==> src/rtl/pcseq_pkg.sv <==
package pcseq_pkg;

    typedef enum logic [2:0] {
        CTL_STEP   = 3'd0,
        CTL_BRANCH = 3'd1,
        CTL_JUMP   = 3'd2,
        CTL_CALL   = 3'd3,
        CTL_RET    = 3'd4
    } ctl_e;

    typedef enum logic {
        ST_CLEAN = 1'b0,
        ST_FAULT = 1'b1
    } err_state_e;

endpackage

==> src/rtl/pcseq_stack.sv <==
module pcseq_stack #(
    parameter int DATA_W = 16,
    parameter int DEPTH  = 16,
    parameter int SP_W   = $clog2(DEPTH) + 1
) (
    input  logic              clk,
    input  logic              rst_n,
    input  logic              push_i,
    input  logic              pop_i,
    input  logic [DATA_W-1:0] push_data_i,
    output logic [SP_W-1:0]   sp_o,
    output logic [DATA_W-1:0] top_o,
    output logic              full_o,
    output logic              empty_o
);
    localparam int ADDR_W = $clog2(DEPTH);
    localparam logic [SP_W-1:0] SP_EMPTY = SP_W'(DEPTH);

    logic [DATA_W-1:0] mem [DEPTH];
    logic [SP_W-1:0]   sp_q;
    logic [SP_W-1:0]   sp_dec;

    assign sp_dec  = sp_q - 1'b1;
    assign full_o  = (sp_q == '0);
    assign empty_o = (sp_q == SP_EMPTY);
    assign sp_o    = sp_q;
    assign top_o   = empty_o ? '0 : mem[sp_q[ADDR_W-1:0]];

    // pointer: pre-decrement on push, post-increment on pop
    always_ff @(posedge clk or negedge rst_n) begin
        if (!rst_n) begin
            sp_q <= SP_EMPTY;
        end else if (push_i && !full_o) begin
            sp_q <= sp_dec;
        end else if (pop_i && !empty_o) begin
            sp_q <= sp_q + 1'b1;
        end
    end

    // storage: one write port at the decremented pointer
    always_ff @(posedge clk) begin
        if (push_i && !full_o) begin
            mem[sp_dec[ADDR_W-1:0]] <= push_data_i;
        end
    end

endmodule

==> src/rtl/pcseq_next.sv <==
module pcseq_next
    import pcseq_pkg::*;
#(
    parameter int PC_W  = 16,
    parameter int OFF_W = 8
) (
    input  logic [2:0]       ctl_i,
    input  logic             taken_i,
    input  logic [OFF_W-1:0] offset_i,
    input  logic [PC_W-1:0]  reg_i,
    input  logic [PC_W-1:0]  target_i,
    input  logic [PC_W-1:0]  pc_i,
    input  logic [PC_W-1:0]  top_i,
    input  logic             full_i,
    input  logic             empty_i,
    output logic [PC_W-1:0]  next_pc_o,
    output logic [PC_W-1:0]  ret_addr_o,
    output logic             push_o,
    output logic             pop_o,
    output logic             fault_o
);
    localparam int EXT_W = PC_W - OFF_W;

    logic [PC_W-1:0] pc_inc;
    logic [PC_W-1:0] off_ext;
    ctl_e            ctl;

    assign ctl        = ctl_e'(ctl_i);
    assign pc_inc     = pc_i + 1'b1;
    assign off_ext    = {{EXT_W{offset_i[OFF_W-1]}}, offset_i};
    assign ret_addr_o = pc_inc;

    always_comb begin
        next_pc_o = pc_inc;
        push_o    = 1'b0;
        pop_o     = 1'b0;
        fault_o   = 1'b0;
        case (ctl)
            CTL_BRANCH: begin
                if (taken_i) next_pc_o = pc_i + off_ext;
            end
            CTL_JUMP: begin
                next_pc_o = reg_i;
            end
            CTL_CALL: begin
                if (full_i) begin
                    fault_o = 1'b1;
                end else begin
                    push_o    = 1'b1;
                    next_pc_o = target_i;
                end
            end
            CTL_RET: begin
                if (empty_i) begin
                    fault_o = 1'b1;
                end else begin
                    pop_o     = 1'b1;
                    next_pc_o = top_i;
                end
            end
            default: begin
                next_pc_o = pc_inc;
            end
        endcase
    end

endmodule

==> src/rtl/pc_sequencer.sv <==
module pc_sequencer
    import pcseq_pkg::*;
#(
    parameter int PC_W  = 16,
    parameter int OFF_W = 8,
    parameter int DEPTH = 16,
    localparam int SP_W = $clog2(DEPTH) + 1
) (
    input  logic             clk,
    input  logic             rst_n,
    input  logic [2:0]       ctl_i,
    input  logic             taken_i,
    input  logic [OFF_W-1:0] offset_i,
    input  logic [PC_W-1:0]  reg_i,
    input  logic [PC_W-1:0]  target_i,
    output logic [PC_W-1:0]  pc_o,
    output logic [SP_W-1:0]  sp_o,
    output logic             stack_err_o
);
    logic [PC_W-1:0] pc_q;
    logic [PC_W-1:0] next_pc;
    logic [PC_W-1:0] ret_addr;
    logic [PC_W-1:0] top_data;
    logic            push;
    logic            pop;
    logic            full;
    logic            empty;
    logic            fault;
    err_state_e      state_q;
    err_state_e      state_d;

    pcseq_next #(
        .PC_W  (PC_W),
        .OFF_W (OFF_W)
    ) u_next (
        .ctl_i      (ctl_i),
        .taken_i    (taken_i),
        .offset_i   (offset_i),
        .reg_i      (reg_i),
        .target_i   (target_i),
        .pc_i       (pc_q),
        .top_i      (top_data),
        .full_i     (full),
        .empty_i    (empty),
        .next_pc_o  (next_pc),
        .ret_addr_o (ret_addr),
        .push_o     (push),
        .pop_o      (pop),
        .fault_o    (fault)
    );

    pcseq_stack #(
        .DATA_W (PC_W),
        .DEPTH  (DEPTH),
        .SP_W   (SP_W)
    ) u_stack (
        .clk         (clk),
        .rst_n       (rst_n),
        .push_i      (push),
        .pop_i       (pop),
        .push_data_i (ret_addr),
        .sp_o        (sp_o),
        .top_o       (top_data),
        .full_o      (full),
        .empty_o     (empty)
    );

    always_ff @(posedge clk or negedge rst_n) begin
        if (!rst_n) pc_q <= '0;
        else        pc_q <= next_pc;
    end

    // error machine: next-state logic
    always_comb begin
        state_d = state_q;
        unique case (state_q)
            ST_CLEAN: if (fault) state_d = ST_FAULT;
            ST_FAULT: state_d = ST_FAULT;
        endcase
    end

    // error machine: state register
    always_ff @(posedge clk or negedge rst_n) begin
        if (!rst_n) state_q <= ST_CLEAN;
        else        state_q <= state_d;
    end

    // outputs
    always_comb begin
        pc_o = pc_q;
        unique case (state_q)
            ST_CLEAN: stack_err_o = 1'b0;
            ST_FAULT: stack_err_o = 1'b1;
        endcase
    end

endmodule

==> config.mk <==
export PLATFORM = sky130hd
export DESIGN_NAME = pc_sequencer
export DESIGN_NICKNAME = d
export VERILOG_FILES = /design/src/rtl/pcseq_pkg.sv /design/src/rtl/pcseq_stack.sv /design/src/rtl/pcseq_next.sv /design/src/rtl/pc_sequencer.sv
export SDC_FILE = /design/constraint.sdc
export NUM_CORES = 1
export LEC_CHECK = 0
export ABC_AREA = 1
export BUFFER_PORTS_ARGS = -buffer_cell sky130_fd_sc_hd__buf_4
export CAP_MARGIN = 20
export CORE_UTILIZATION = 55
export CTS_BUF_LIST = sky130_fd_sc_hd__clkbuf_16
export DETAILED_ROUTE_END_ITERATION = 12
export GPL_ROUTABILITY_DRIVEN = 0
export PLACE_DENSITY = 0.84
export SYNTH_ARGS = -nofsm -noshare
export SYNTH_HDL_FRONTEND = slang
export SYNTH_SLANG_ARGS = --single-unit
==> constraint.sdc <==
create_clock -name clk -period 4 [get_ports clk]
set_input_delay 0.2 -clock clk [delete_from_list [all_inputs] [get_ports clk]]
set_output_delay 0.2 -clock clk [all_outputs]
set_load 0.005 [all_outputs]
**Word-level counts from Yosys, hierarchy flattened**

Memories as Yosys holds them, arrays and structs flattened.
Cells that the tools add are included.

- Eq/ne operators: 5
- Muxes and demuxes: 18
- Add/subtract/negate cells: 4
- Bitwise operators: 1
- Reductions and logical operators: 6

Operators by type and width:

| cell | count |
|---|---|
| $pmux W16 S4 | 1 |
| $mux W16 | 3 |
| $add A16 B1 Y16 const B | 1 |
| $add A16 B16 Y16 | 1 |
| $mux W5 | 2 |
| $mux W1 | 9 |
| $eq A3 B2 Y1 const B | 2 |
| $pmux W1 S2 | 3 |
| $add A5 B1 Y5 const B | 1 |
| $eq A5 B5 Y1 const B | 1 |
| $logic_not A5 Y1 | 1 |
| $sub A5 B1 Y5 const B | 1 |
| $eq A3 B1 Y1 const B | 1 |
| $eq A3 B3 Y1 const B | 1 |
| $logic_and A1 B1 Y1 | 2 |
| $logic_not A1 Y1 | 2 |
| $reduce_bool A2 Y1 | 1 |
| $not A1 Y1 | 1 |

- RAM bits: 256
- Memories kept: 1
- Logic and storage cells: 38
- Output and inout bits: 22
- Input port bits: 46
- Bits in registers: 22

Memories:

| name | depth | bits a word | read ports | clocked after memory_dff | write ports | RTL line | RTL |
|---|---|---|---|---|---|---|---|
| u_stack.mem | 16 | 16 | 1 | 0 | 1 | pcseq_stack.sv:19 | `logic [DATA_W-1:0] mem [DEPTH];` |

**Depth between registers and ports, before layout**

- Depth after elaboration: 6
- Mapped depth: 16

**Hierarchy**

A second synthesis with hierarchy kept.

- Cell total of the unflattened synthesis: 1545
- Area total of the unflattened synthesis: 13928.4 um^2

Modules (own cells, without submodules):

| module | area an instance (um^2) | cells an instance | sequential area each (um^2) | instances |
|---|---|---|---|---|
| pcseq_stack | 11552.3 | 1140 | 7813.7 | 1 |
| pcseq_next | 1939.4 | 385 | 0.0 | 1 |
| pc_sequencer | 436.7 | 20 | 425.4 | 1 |

**Worst setup path before layout**

No wires, ideal clock.

- Path type: flip-flop to flip-flop
- Start point: register u_stack.sp_q[0] (netlist: u_stack.sp_o[0])
- End point: memory u_stack.mem[10][0], enable pin
- Period minus slack after synthesis: 2808 ps
- Arrival time: 2420 ps
- Setup time: 388 ps
- Required time: 3612 ps
- Cell stages (with the launch flop): 14
- Path slack: 1192 ps
- Cell sequence: dfrtp_1 > buf_4 > inv_4 > buf_6 > buf_4 > ha_1 > nand2_2 > nor2_4 > nand2_2 > nand2_2 > inv_2 > buf_6 > nand2_1 > nor2_1

- Longest elaborated chain between the ends: 6
- Elaborated cells on any way between the ends: 8
- Those cells by class: add/sub (1); mux (4); reduce/logical (3)

RTL lines:

| item | RTL line | RTL |
|---|---|---|
| start: declaration | pcseq_stack.sv:20 | `logic [SP_W-1:0] sp_q;` |
| start signal: assignment | pcseq_stack.sv:34 | `sp_q <= sp_dec;` |
| start signal: assignment | pcseq_stack.sv:36 | `sp_q <= sp_q + 1'b1;` |
| $logic_not A5 Y1 | pcseq_stack.sv:24 | `assign full_o = (sp_q == '0);` |
| $mux W1 | pcseq_next.sv:46 | `if (full_i) begin` |
| $mux W1 | pcseq_next.sv:38 | `case (ctl)` |
| $logic_and A1 B1 Y1 | pcseq_stack.sv:42 | `if (push_i && !full_o) begin` |
| $mux W1 | pcseq_stack.sv:42 |  |
| $mux W1 (implied by the code) | pcseq_stack.sv:43 | `mem[sp_dec[ADDR_W-1:0]] <= push_data_i;` |
| end: declaration | pcseq_stack.sv:19 |  |

Parallel ways exist; a longest one is shown, timed or not.

**Worst setup path in the final report**

- Start point: register u_stack.sp_q[0] (netlist: u_stack.sp_o[0])
- End point: memory u_stack.mem[11][11], enable pin

Same word-level chain as after synthesis.

==> results.sh <==
export IMPL_seq_area_frac_synth=0.623
export IMPL_fin_util=0.635
export IMPL_hp_class="in -> reg"
export IMPL_crit_family="simple AND/OR/NAND/NOR gates"
export IMPL_synth_top_area_share=0.582
export IMPL_numCtsBuffers=28
export IMPL_synth_cell_area_um2=13200
export IMPL_r2r_slack_ns=0.77
export IMPL_crit_chain="inv_4 -> buf_4 -> nand3_1 -> xor2_1 -> nand2_1 -> nor2_2"
export IMPL_io_pins=68
export IMPL_cts_tree="done"
export IMPL_drv_slew=0
export IMPL_drt_iter0_drc=1301
export IMPL_cts_root_to_sink_buffers=3
export IMPL_cp_max_fo=62
export IMPL_initial_core_util=0.561
export IMPL_cp_arrival_ns=3.39
export IMPL_dr_pass1_iters=6
export IMPL_grt_usage=0.279
export IMPL_relSlewSlack=0.240
export IMPL_die_w_um=157
export IMPL_antenna_left=0
export IMPL_rsz0062_at_grt="false"
export IMPL_grt_max_degree=108
export IMPL_synthTopCellsByCount="nand2_1, edfxtp_1, nor2_1"
export IMPL_post_cts_buffers=0
export IMPL_drcViolationCount=0
export IMPL_crit_required_ns=4.16
export IMPL_yosysWarnings=0
export IMPL_vdd_drop_max_uv=426
export IMPL_hold_start="reg_i[9]"
export IMPL_fin_crit_sh=0.807
export IMPL_path_class="reg -> reg"
export IMPL_pwr_share_clk=0.222
export IMPL_finalWorstSetupSlack_ns=0.772
export IMPL_coreArea_um2=23500
export IMPL_finalCriticalPeriod_ns=3.23
export IMPL_synth_area_leader_cell="edfxtp_1"
export IMPL_setup_tns_ns=0
export IMPL_cp_start_kind="flop"
export IMPL_critical_path_depth=6
export IMPL_cts_root_buf="clkbuf_16"
export IMPL_crit_path_end_kind="flop"
export IMPL_dpl_cell_area_um2=13900
export IMPL_die_area_um2=24700
export IMPL_syn_to_final_growth_pct=13.2
export IMPL_worst_pin_slew_ns=1.14
export IMPL_synth_ff_type="edfxtp_1"
export IMPL_overflow=0
export IMPL_maxCapViolations=0
export IMPL_async_flop_share=0.0791
export IMPL_finalClockSkew_ns=0.0155
export IMPL_cpMaxStageDelayCell="nor2_2"
export IMPL_hold_violations=0
export IMPL_vias=10200
export IMPL_power_uw=10500
export IMPL_ys_types=36
export IMPL_outcome="finished clean"
export IMPL_synth_most_common_cell="nand2_1"
export IMPL_ys_seq_elements=278
export IMPL_grt_first_pass_wirelength_mm=51.7
export IMPL_dp_hpwl_mm=21.4
export IMPL_placement_rows=56
export IMPL_p_per_area_nw_per_um2=702
export IMPL_port_buffers=67
export IMPL_synth_edf_count=256
export IMPL_syn_area_per_cell_um2=9.49
export IMPL_p_seq_frac=0.384
export IMPL_antennaDiodeCount=0
export IMPL_wl_per_cell_um=18.6
export IMPL_r2r_start="u_stack.sp_o[0]"
export IMPL_grt_pass1_vias=9877
export IMPL_final_area_um2=15000
export IMPL_clock_latency_ns=0.55
export IMPL_min_path_cells=5
export IMPL_fillCellCount=1788
export IMPL_whs_endpoint="pc_o[9]"
export IMPL_avgViaCountPerCell=5.67
export IMPL_reg2regPathDepth=6
export IMPL_totalWireLength_mm=33.7
export IMPL_leakagePower_uw=0.00624
export IMPL_cts_sinks=278
export IMPL_r2r_end="u_stack.mem[11][11]"
export IMPL_synth_area_top_cells="edfxtp_1, nand2_1, nand3_1"
export IMPL_setup_viol=0
export IMPL_place_ws_ns=0.874
export IMPL_path_buf_inv=2
export IMPL_p_switching_uw=4300
export IMPL_fmax_mhz=310
export IMPL_syn_num_nets=1462
export IMPL_p_sw_frac=0.409
export IMPL_nets=1535
export IMPL_layout_drive_gt1_share=0.101
export IMPL_clk_pin_slew_worst_paths_ns=0.06
export IMPL_p_int_uw=6200
export IMPL_comb_power_share=0.394
export IMPL_htreeDepth=1
export IMPL_netlist_instances=1393
export IMPL_critical_path_max_stage_delay_ns=0.74
export IMPL_antenna_found_initial=0
export IMPL_dieHeight_um=157
## metrics by stage
step / hold WS (ns) / instances
final: 0.0152 / 1806
after global routing: 0.0250 / 1806
after CTS: 0.00165 / 1806
after detailed placement: 0.118 / 1735
after global placement: 0.117 / 1734
after floorplan: -0.0956 / 1393
## timing repair
action	in CTS	in global routing
hold buffers	20	0
resized for setup	0	0
hold endpoints to repair	34	0
## state kept, by name (all words and copies together), names as in the netlist
register,cells
pc_o,16
u_stack.mem,256
u_stack.sp_o,5
state_q,1
## layout by cell type (no fill, tap or decap), drive strengths merged, types with 3 or more instances in the layout
| cell | count |
|---|---|
| nor3 | 5 |
| nand4 | 7 |
| ha | 22 |
| clkbuf | 28 |
| buf | 76 |
| nand2 | 486 |
| nand3b | 3 |
| nand3 | 130 |
| nor2 | 166 |
| dlygate4sd3 | 20 |
| and2 | 4 |
| inv | 122 |
| dfrtp | 21 |
| edfxtp | 256 |
| a21oi | 12 |
| xor2 | 12 |
| o21ai | 85 |
| clkinv | 20 |
## worst max-delay path by stage
stage                               start                   to
after CTS                 u_stack.sp_o[0]   u_stack.mem[11][5]
after global placement    u_stack.sp_o[0]   u_stack.mem[12][5]
final                     u_stack.sp_o[0]  u_stack.mem[11][11]
after floorplan           u_stack.sp_o[0]   u_stack.mem[10][0]
after global routing      u_stack.sp_o[0]   u_stack.mem[11][3]
after detailed placement  u_stack.sp_o[0]   u_stack.mem[11][0]
## logic make-up after synthesis
kind of cell / Yosys count / synth area share
adders and majority gates: 23 / 0.0223
AOI/OAI and AO/OA: 103 / 0.0404
and+or+nand+nor: 803 / 0.247
xor gates and xnor gates: 14 / 0.00928
buffers and inverters: 172 / 0.0577
DFF: 278 / 0.623
## power groups by stage
| stage | Clock (uW) | Combinational, uW | Sequential [uW] |
|---|---|---|---|
| 2_1_floorplan | 0 | 2750 | 3960 |
| 3_3_place_gp | 0 | 3840 | 4080 |
| 3_5_place_dp | 0 | 3980 | 4080 |
| 4_1_cts | 2340 | 4050 | 4020 |
| 5_1_grt | 2440 | 4530 | 4060 |
| 6_report | 2330 | 4130 | 4030 |
## tightest hold or removal path, delay by kind of cell
family,cells,cell delay (ns)
buf+inv,2,0.12
simple gates,3,0.20
## metal layers
| metal | global-route usage | vias up | part of all wire |
|---|---|---|---|
| li1 | - | 4735 | - |
| met1 | 0.368 | 4763 | 0.37 |
| met3 | 0.0424 | 115 | 0.12 |
| met5 | 0 | - | 0 |
| met2 | 0.452 | 626 | 0.47 |
| met4 | 0.144 | 0 | 0.048 |
## layout make-up
cell class	count	area, um2	area share
flip-flops and latches	278	8240	0.551
multi-input cells	943	4270	0.286
repair buffers	96	774	0.0518
clock buffers	28	701	0.0468
inverters	119	452	0.0302
well taps	319	399	0.0267
clock inverters	23	116	0.00778
(Power assumes the default switching activity.)
